--- src/rtl/cr_flush_ctl.sv ---
module cr_flush_ctl #(
  parameter int          XLEN     = 32,
  parameter int          WRAP_BIT = 20,
  parameter logic [31:0] CR0_INIT = 32'h6000_0010
) (
  input  logic            clk,
  input  logic            rst_n,
  input  logic            wr_en,
  input  logic [1:0]      wr_sel,
  input  logic [XLEN-1:0] wr_data,
  input  logic            a20_gate,
  output logic [XLEN-1:0] cr0_q,
  output logic [XLEN-1:0] cr3_q,
  output logic [XLEN-1:0] cr4_q,
  output logic [XLEN-1:0] a20_mask,
  output logic            flush_all,
  output logic            flush_nonglobal,
  output logic            exit_req,
  output logic            hf_pe,
  output logic            hf_addseg,
  output logic            hf_mp,
  output logic            hf_em,
  output logic            hf_ts
);

  localparam logic [1:0] SEL_CR0 = 2'd0;
  localparam logic [1:0] SEL_CR3 = 2'd1;
  localparam logic [1:0] SEL_CR4 = 2'd2;
  localparam logic [XLEN-1:0] CR0_WATCH = XLEN'(32'h8001_0001);
  localparam logic [XLEN-1:0] CR4_WATCH = XLEN'(32'h0000_00B0);
  localparam int PG_BIT = 31;

  logic a20_on;

  wire wr_cr0 = wr_en && (wr_sel == SEL_CR0);
  wire wr_cr3 = wr_en && (wr_sel == SEL_CR3);
  wire wr_cr4 = wr_en && (wr_sel == SEL_CR4);

  wire cr0_hit = wr_cr0 && |((wr_data ^ cr0_q) & CR0_WATCH);
  wire cr4_hit = wr_cr4 && |((wr_data ^ cr4_q) & CR4_WATCH);
  wire a20_tgl = a20_gate != a20_on;

  wire full_nxt = cr0_hit | cr4_hit | a20_tgl;
  wire ng_nxt   = wr_cr3 & cr0_q[PG_BIT] & ~full_nxt;

  always_ff @(posedge clk or negedge rst_n) begin
    if (!rst_n) begin
      cr0_q           <= XLEN'(CR0_INIT);
      cr3_q           <= '0;
      cr4_q           <= '0;
      a20_on          <= 1'b1;
      flush_all       <= 1'b0;
      flush_nonglobal <= 1'b0;
      exit_req        <= 1'b0;
    end else begin
      if (wr_cr0) cr0_q <= wr_data;
      if (wr_cr3) cr3_q <= wr_data;
      if (wr_cr4) cr4_q <= wr_data;
      a20_on          <= a20_gate;
      flush_all       <= full_nxt;
      flush_nonglobal <= ng_nxt;
      exit_req        <= a20_tgl;
    end
  end

  assign a20_mask  = ~(XLEN'(!a20_on) << WRAP_BIT);
  assign hf_pe     = cr0_q[0];
  assign hf_addseg = ~cr0_q[0];
  assign hf_mp     = cr0_q[1];
  assign hf_em     = cr0_q[2];
  assign hf_ts     = cr0_q[3];

  p_cr0_flush_r1: assert property (@(posedge clk) disable iff (!rst_n)
    (wr_en && wr_sel == 2'd0 && ((wr_data ^ cr0_q) & 32'h8001_0001) != 0) |=> flush_all);

  p_cr4_flush_r2: assert property (@(posedge clk) disable iff (!rst_n)
    (wr_en && wr_sel == 2'd2 && ((wr_data ^ cr4_q) & 32'h0000_00B0) != 0) |=> flush_all);

  p_ng_cause_r3: assert property (@(posedge clk) disable iff (!rst_n)
    flush_nonglobal |-> $past(wr_en && wr_sel == 2'd1 && cr0_q[31]));

  p_cr3_store_r3: assert property (@(posedge clk) disable iff (!rst_n)
    (wr_en && wr_sel == 2'd1) |=> cr3_q == $past(wr_data));

  p_mask_exit_r4: assert property (@(posedge clk) disable iff (!rst_n)
    !$stable(a20_mask) |-> (exit_req && flush_all));

  p_quiet_r5: assert property (@(posedge clk) disable iff (!rst_n)
    (!wr_en && a20_gate == a20_mask[20]) |=> (!flush_all && !flush_nonglobal && !exit_req));

  p_excl_r6: assert property (@(posedge clk) disable iff (!rst_n)
    !(flush_all && flush_nonglobal));

  p_nosel_r10: assert property (@(posedge clk) disable iff (!rst_n)
    (wr_en && wr_sel == 2'd3 && a20_gate == a20_mask[20]) |=>
      ($stable(cr0_q) && $stable(cr3_q) && $stable(cr4_q) && !flush_all && !flush_nonglobal));

endmodule

--- config.mk ---
export PLATFORM = sky130hd
export DESIGN_NAME = cr_flush_ctl
export DESIGN_NICKNAME = d
export VERILOG_FILES = /design/src/rtl/cr_flush_ctl.sv
export SDC_FILE = /design/constraint.sdc
export NUM_CORES = 1
export LEC_CHECK = 0
export ABC_AREA = 1
export BUFFER_PORTS_ARGS = -buffer_cell sky130_fd_sc_hd__buf_4
export CORE_UTILIZATION = 31
export DETAILED_ROUTE_END_ITERATION = 8
export GPL_ROUTABILITY_DRIVEN = 0
export GPL_TIMING_DRIVEN = 0
export MAX_ROUTING_LAYER = met4
export SLEW_MARGIN = 20
export SYNTH_ARGS = -nofsm -noshare
export SYNTH_HDL_FRONTEND = slang
export SYNTH_SLANG_ARGS = --single-unit
export TNS_END_PERCENT = 20
--- constraint.sdc ---
create_clock -name clk -period 0.9 [get_ports clk]
set_input_delay 0.09 -clock clk [delete_from_list [all_inputs] [get_ports clk]]
set_output_delay 0.09 -clock clk [all_outputs]
set_load 0.01 [all_outputs]
==> results.toml, run 1 <==
[clock_tree]
root_buffer = "clkbuf_16"
h-tree-depth = 3
cts_buffers = 9
clkLatencyLatePin_ns = 0.34
cts.hold.buffers_added = 4
clockBufferDepth = 2
clkTransAtPathRegs_ns = 0.06
cts_sinks = 100
cts_tree = "yes"

[logic_synthesis]
synth_cell_types = 21
avgSynthCellArea_um2 = 10.4
ys_async_sr_fraction_pct = 100
syn_area_um2 = 4270
ys.flop_type = "dfrtp_1"
synth.most_common_cell = "nand2_1"
synth.area.top_cells = "dfrtp_1, o21ai_2, nand2_1, buf_4, o21ai_0"
netlist_instances = 410
yosysSeqAreaShare_pct = 58.7
ys_ff_latch = 100
synth_top_area_share_pct = 56.3
synth_commonest_cells = "nand2_1, dfrtp_1, o21ai_2, buf_4, inv_1"
synth_edf_count = 0
yosys.area.top_type = "dfrtp_1"
ys_warn_count = 0

[worst_setup_path]
required_ns = 0.81
cpMaxStageDelayCell = "dfstp_2"
worst-path-buf-inv = 2
r2r_slack_ns = -0.15
r2r-start = "a20_on"
end_kind = "output port"
ff2ff_path_depth = 5
worstPathMaxFanout = 2
slowest_delay_ns = 0.54
crit_family = "flip-flops"
reg2reg_to = "flush_nonglobal"
crit_chain = "buf_6 > buf_6"
critPathMostFrequentCell = "buf_6"
crit_type = "reg -> out"
cp.arrival_ns = 1.05
worst_setup_path_start_kind = "flip-flop"

[sta]
tns_ns = -7.77
relSlewSlack_pct = 39.1
timing.fmax_mhz = 875
rsz0062_at_grt = "yes"
tightest_slew_ns = 0.914
setup_ws_ns = -0.243
finClkSkew_ns = 0.00295
hold_viol = 96
post-route-period-util_pct = 127
slew_violations = 0
setup_viol = 107
holdWs_ns = -0.142
fin_crit_ns = 1.14

[global_routing]
grt_pass1_wl_mm = 17.9
grt_max_degree = 101
antenna_found_initial = 0
grt_pass1_vias = 3480
grt.overflow.total = 0
track_usage_pct = 17.0

[place]
portBuffers = 142
place_hpwl_mm = 7.61
placed_area_um2 = 5670
pre_cts_ws_ns = -0.353

[finish]
final_nets = 640
design_area_um2 = 6530
layout-drive-gt1-share_pct = 46.6
syn_to_final_growth_pct = 53.0
antennaDiodeCount = 0
fillers = 1264

[floorplanning]
rows = 42
initial_core_util_pct = 32.0
dieHeight_um = 119
coreArea_um2 = 13300
die_width_um = 119
io_pins = 174
die_area_um2 = 14200

[routing]
post_drt_wl_per_cell_um = 14.1
viasPerCell = 4.30
drcViolationCount = 0
wl_mm = 11.1
first_iter_violations = 168
dr.pass1.iters = 4
ant_nets = 0
vias = 3363

[power]
vdd_drop_max_v = 0.00100
power_w = 0.0139
power_leakage_nw = 3.32
p_per_area_nw_per_um2 = 2120

[job]
cap_violations = 0

[run_status]
violations = "negative hold slack, negative setup slack"
status = "finished, violations left"

[worst_hold_path]
worstHoldPathType = "in -> async"
-- repair_timing --
action | CTS | global route
setup buffers | 1 | 4
hold endpoints to repair | 101 | 96
pin swaps | 2 | 1
gates resized for setup | 111 | 11
endpoints found under the setup margin | 107 | 130
-- power breakdown --
group          internal, W  switching (W)
Combinational      0.00209        0.00155
Sequential         0.00522       0.000593
Clock              0.00271        0.00169
-- final cells by class --
cell class                      count  area, um2  share of cell area, %
Buffer                             54        444                   6.80
Clock buffer                        9        225                   3.45
Tap cell                          176        220                   3.37
Sequential cell                   100       2510                   38.4
Inverter                           40        153                   2.34
Multi-Input combinational cell    246       1320                   20.3
Clock inverter                      7        114                   1.74
Timing Repair Buffer              151       1540                   23.6
-- logic make-up (layout without fill, tap and decap cells) --
| group | Yosys count | count (layout) | share of synthesized area [%] |
|---|---|---|---|
| flip-flops | 100 | 100 | 58.7 |
| AND/OR/NAND/NOR | 115 | 115 | 11.2 |
| XOR/XNOR | 4 | 4 | 0.821 |
| buffers and inverters | 94 | 261 | 13.5 |
| AO/OA/AOI/OAI | 96 | 96 | 15.7 |
| other | 1 | 31 | 0.0878 |
-- metrics by stage --
stage	utilization (%)	std cells
after CTS	48.5	779
after detailed placement	42.5	758
final	48.9	783
after global placement	42.5	758
after floorplan	-	440
after global routing	48.9	783
-- how the worst max path moves through the flow --
stage / from / slack (ns) / end / cells after the start
finish: a20_on / -0.24 / a20_mask[20] / 2
global route: a20_on / -0.29 / a20_mask[20] / 2
CTS: a20_on / -0.26 / a20_mask[20] / 2
detailed placement: wr_sel[1] / -0.35 / cr3_q[13] / 6
global placement: rst_n / -0.34 / cr4_q[26] / 1
floorplan: cr0_q[0] / -0.06 / flush_nonglobal / 7
-- layout by cell type (no fill, tap or decap), drive strengths merged --
cell type	synthesis	final
clkbuf	5	14
inv	40	41
dfstp	4	4
nand2	107	107
conb	1	31
nand3	4	4
nand4	1	1
dlygate4sd3	0	4
nor3	2	2
clkinv	0	3
bufinv	0	3
nor2	1	1
o21ai	96	96
xor2	1	1
xnor2	3	3
buf	49	196
dfrtp	96	96
-- state kept, by name (all words and copies together) (netlist names) --
register,flops
flush_all,1
exit_req,1
cr4_q,32
flush_nonglobal,1
a20_on,1
cr0_q,32
cr3_q,32
-- per-layer routing --
metal | vias up | global-route usage (%) | part of all wire [%]
li1 | 1613 | - | -
met1 | 1609 | 21.3 | 44
met2 | 129 | 27.1 | 48
met3 | 12 | 3.69 | 6.3
met4 | 0 | 6.09 | 1.6
met5 | - | - | 0
Power figures use the tool's default switching activity.
==> inputs of run 2 (changes only) <==
--- a/config.mk
+++ b/config.mk
@@ -12,6 +12,7 @@
 export GPL_ROUTABILITY_DRIVEN = 0
 export GPL_TIMING_DRIVEN = 0
 export MAX_ROUTING_LAYER = met4
+export RECOVER_POWER = 50
 export SLEW_MARGIN = 20
 export SYNTH_ARGS = -nofsm -noshare
 export SYNTH_HDL_FRONTEND = slang
==> run 2 against run 1 <==
  * The run still ends with negative hold slack, negative setup slack left
  * Via count hardly changed
  * Sequential power is essentially flat
  * Global-route usage unchanged
  * Final area about the same
  * Clock skew did not move
  * Register-to-register slack barely moved
  * Sequential share of layout area is essentially flat
  * Clock power is essentially flat
  * Core utilization about the same
  * Setup slack stayed put
  * Wire length about the same
==> results.toml, run 2 (synthesized netlist as in run 1, its figures left out) <==
[routing]
first_iter_violations = 168
routed.top_layer = "met4"
post_drt_wl_per_cell_um = 14.1
ant_nets = 0
viasPerCell = 4.29
wl_mm = 11.1
drt-met1-wl_mm = 4.86
met2_length_mm = 5.32
vias = 3362
drcViolationCount = 0
dr_wl_met3_um = 695
dr.pass1.iters = 4

[sta]
tightest_slew_ns = 0.913
slew_violations = 0
setup_viol = 107
rsz0062_at_grt = "yes"
hold_viol = 96
relSlewSlack_pct = 39.1
holdWs_ns = -0.143
post-route-period-util_pct = 127
finClkSkew_ns = 0.00295
fin_crit_ns = 1.14
timing.fmax_mhz = 875
setup_ws_ns = -0.243

[worst_setup_path]
critPathMostFrequentCell = "buf_6"
end_kind = "output port"
worst-path-buf-inv = 2
worst_setup_path_start_kind = "flip-flop"
required_ns = 0.81
crit_chain = "buf_6 > buf_6"
crit_type = "reg -> out"
crit_family = "flip-flops"
slowest_delay_ns = 0.54
worstPathMaxFanout = 2
cp.arrival_ns = 1.05
cpMaxStageDelayCell = "dfstp_2"

[finish]
final_nets = 640
layout-drive-gt1-share_pct = 46.5
design_area_um2 = 6530
layout_commonest_cell = "buf_6"
syn_to_final_growth_pct = 52.9
instances_no_fill = 783
largestRegisters = "cr0_q x32, cr3_q x32, cr4_q x32"
antennaDiodeCount = 0
final_cell_mix = "buf_6, nand2_1, dfrtp_1, buf_4, o21ai_2"

[power]
p_per_area_nw_per_um2 = 2120
power_leakage_nw = 3.32
vdd_drop_max_v = 0.00100

[clock_tree]
cts_buffers = 9
clockBufferDepth = 2
h-tree-depth = 3
clkLatencyLatePin_ns = 0.34
cts_sinks = 100
root_buffer = "clkbuf_16"
clkTransAtPathRegs_ns = 0.06
cts_tree = "yes"
cts.hold.buffers_added = 4

[place]
dp.cells = 758
portBuffers = 142
placed_area_um2 = 5670
place_hpwl_mm = 7.61

[global_routing]
grt.overflow.total = 0
track_usage_pct = 17.0
grt_max_degree = 101
grt_pass1_vias = 3480
antenna_found_initial = 0
grt_pass1_wl_mm = 17.9

[floorplanning]
die_area_um2 = 14200
die_width_um = 119
rows = 42
coreArea_um2 = 13300
initial_core_util_pct = 32.0
io_pins = 174
dieHeight_um = 119

[run_status]
status = "finished, violations left"
violations = "negative hold slack, negative setup slack"

[job]
cap_violations = 0

[worst_hold_path]
worstHoldPathType = "in -> async"
[run 2: stage by stage]
stage          power, W  util, %  hold WS, ns  setup TNS, ns  setup slack, ns
2_1_floorplan   0.00717        -       -0.206        -0.0965          -0.0569
3_3_place_gp    0.00881     42.5        0.215         -51.35           -0.338
3_5_place_dp    0.00888     42.5        0.219         -20.83           -0.353
4_1_cts          0.0140     48.5       -0.107          -9.82           -0.263
5_1_grt          0.0146     48.9      -0.0720         -12.11           -0.286
6_report         0.0139     48.9       -0.143          -7.77           -0.243
[run 2: final timing paths]
kind | cells past startpoint | slack, ns | from | endpoint
setup / recovery | 2 | -0.24 | a20_on | a20_mask[20]
hold / removal | 1 | -0.14 | rst_n | cr3_q[4]
setup reg to reg | 5 | -0.15 | a20_on | flush_nonglobal
hold reg to reg | 2 | 0.49 | cr0_q[29] | cr0_q[29]
max in group asynchronous | 1 | 0.42 | rst_n | cr4_q[5]
min in group clk | 3 | 0.02 | wr_data[13] | cr4_q[13]
[run 2: area by class of cell]
class                           count  area, um2
Buffer                             54        444
Clock buffer                        9        225
Clock inverter                      7        114
Fill cell                        1264       6820
Inverter                           40        153
Multi-Input combinational cell    246       1320
Sequential cell                   100       2510
Tap cell                          176        220
Timing Repair Buffer              151       1540
[run 2: layer usage]
layer,vias up,track usage [%]
met5,-,-
met1,1609,21.3
met3,12,3.69
li1,1614,-
met4,0,6.09
met2,127,27.1
[run 2: worst register-to-register path: stages, from the launching register on]
cell and delay, ns:
dfstp_2 0.54, buf_4 0.11, xor2_2 0.13, inv_1 0.06, nand3_2 0.07, nor2_2 0.04
[run 2: what timing repair did]
item | in CTS | in global routing
resized for setup | 111 | 11
endpoints found under the hold margin | 101 | 96
pin swaps | 2 | 1
setup buffers | 1 | 4
endpoints found under the setup margin | 107 | 130
[run 2: where the power goes]
group	switching, W	internal [W]
combinational	0.00155	0.00209
sequential	0.000593	0.00522
clock	0.00169	0.00271
==> inputs of run 3 (changes only) <==
==> constraint.sdc (replaced) <==
create_clock -name clk -period 1.05 [get_ports clk]
set_input_delay 0.105 -clock clk [delete_from_list [all_inputs] [get_ports clk]]
set_output_delay 0.105 -clock clk [all_outputs]
set_load 0.01 [all_outputs]
==> run 3 against run 2 <==
  * The run still ends with negative hold slack, negative setup slack left
  * Wire length fell by 2.1%
  * Core utilization fell by 3.7 points
  * Setup slack improved by 0.14 ns
  * Count of clock-buffer cells in the layout rose by 3
  * Non-clock buffer count fell by 3
  * Largest cell class unchanged
  * Largest power group unchanged
  * Highest routed layer unchanged
==> results.toml, run 3 (synthesized netlist as in run 1, its figures left out) <==
[run_status]
status = "finished, violations left"
violations = "negative hold slack, negative setup slack"

[clock_tree]
cts.hold.buffers_added = 4
clockBufferDepth = 2
root_buffer = "clkbuf_16"
cts_tree = "yes"
clkLatencyLatePin_ns = 0.33
cts_sinks = 100
h-tree-depth = 3
clkTransAtPathRegs_ns = 0.06
cts_buffers = 9

[finish]
final_nets = 637
fin_util_pct = 45.2
instances_no_fill = 780
fillers = 1342
largestRegisters = "cr0_q x32, cr3_q x32, cr4_q x32"
final_cell_mix = "buf_4, nand2_1, dfrtp_1, o21ai_2"
antennaDiodeCount = 0
design_area_um2 = 6030
layout-drive-gt1-share_pct = 43.9
syn_to_final_growth_pct = 41.3
layout_commonest_cell = "buf_4"

[routing]
vias = 3324
dr.pass1.iters = 6
post_drt_wl_per_cell_um = 13.9
first_iter_violations = 169
drcViolationCount = 0
viasPerCell = 4.26
wl_mm = 10.8
ant_nets = 0

[worst_setup_path]
crit_chain = "buf_6 > buf_6"
crit_family = "flip-flops"
worst_setup_path_start_kind = "flip-flop"
cpMaxStageDelayCell = "dfstp_2"
crit_cells = 2
reg2reg_to = "flush_nonglobal"
cp-endpoint = "a20_mask[20]"
worst-path-buf-inv = 2
r2r_slack_ns = -0.04
ff2ff_path_depth = 5
slowest_delay_ns = 0.54
cp.arrival_ns = 1.04
crit_type = "reg -> out"
critPathMostFrequentCell = "buf_6"
end_kind = "output port"
required_ns = 0.94
r2r-start = "a20_on"
worstPathMaxFanout = 2
crit_path_start = "a20_on"

[worst_hold_path]
worstHoldPathType = "in -> async"

[sta]
timing.fmax_mhz = 871
rsz0062_at_grt = "yes"
finClkSkew_ns = 0.00229
hold_viol = 96
slew_violations = 0
tns_ns = -0.443
fin_crit_ns = 1.15
holdWs_ns = -0.122
post-route-period-util_pct = 109
tightest_slew_ns = 0.925
setup_viol = 10
setup_ws_ns = -0.0986
relSlewSlack_pct = 38.3

[place]
dp.cells = 758
pre_cts_ws_ns = -0.236
placed_area_um2 = 5670
place_hpwl_mm = 7.58
portBuffers = 142

[floorplanning]
dieHeight_um = 119
die_width_um = 119
coreArea_um2 = 13300
initial_core_util_pct = 32.0
rows = 42
io_pins = 174
die_area_um2 = 14200

[global_routing]
track_usage_pct = 16.4
grt_pass1_wl_mm = 17.5
grt_max_degree = 101
grt_pass1_vias = 3295
antenna_found_initial = 0
grt.overflow.total = 0

[power]
vdd_drop_max_v = 0.000724
power_leakage_nw = 3.15
p_per_area_nw_per_um2 = 1800

[job]
cap_violations = 0
[run 3: changes by cell type in the layout (fill, tap and decap cells not counted), moves of 4 or more]
cell	change
buf_4	+91
o21ai_2	-6
buf_6	-99
clkbuf_4	+4
clkbuf_1	+5
o21ai_0	+6
[run 3: worst min-delay path by stage]
stage | from | end | slack [ns] | cells past startpoint
floorplan | rst_n | cr0_q[0] | -0.19 | 0
global placement | a20_gate | a20_on | 0.23 | 1
detailed placement | a20_gate | a20_on | 0.24 | 1
CTS | rst_n | flush_nonglobal | -0.08 | 1
global route | rst_n | flush_nonglobal | -0.04 | 1
finish | rst_n | cr4_q[4] | -0.12 | 1
[run 3: metal layers]
metal	vias up	part of all wire, %	GRT usage (%)
met5	-	0	-
met4	0	0.54	3.98
li1	1609	-	-
met3	4	5.4	4.02
met2	111	49	25.9
met1	1600	45	21.3
[run 3: power by group]
group          total [W]  switching (W)  internal, W
registers        0.00486       0.000392      0.00447
logic            0.00271        0.00130      0.00141
clock network    0.00331        0.00140      0.00192
total             0.0109        0.00309      0.00779
[run 3: timing repair]
action                     CTS  global route
resized for setup           16             5
gates cloned                 0             0
setup buffers                2             0
hold endpoints to repair   101            94
setup endpoints to repair   10            14
[run 3: layout make-up]
| class | instances | area (um2) | area share, % |
|---|---|---|---|
| flip-flops and latches | 100 | 2510 | 41.6 |
| inverters | 40 | 150 | 2.49 |
| plain buffers | 54 | 425 | 7.05 |
| multi-input cells | 246 | 1280 | 21.2 |
| repair buffers | 148 | 1160 | 19.2 |
| clock inverters | 4 | 48.8 | 0.809 |
| clock buffers | 12 | 246 | 4.09 |
| well taps | 176 | 220 | 3.65 |
[run 3: stage by stage]
stage | hold WS, ns | total power, W
2_1_floorplan | -0.191 | 0.00614
3_3_place_gp | 0.229 | 0.00755
3_5_place_dp | 0.236 | 0.00761
4_1_cts | -0.0834 | 0.0111
5_1_grt | -0.0352 | 0.0115
6_report | -0.122 | 0.0109
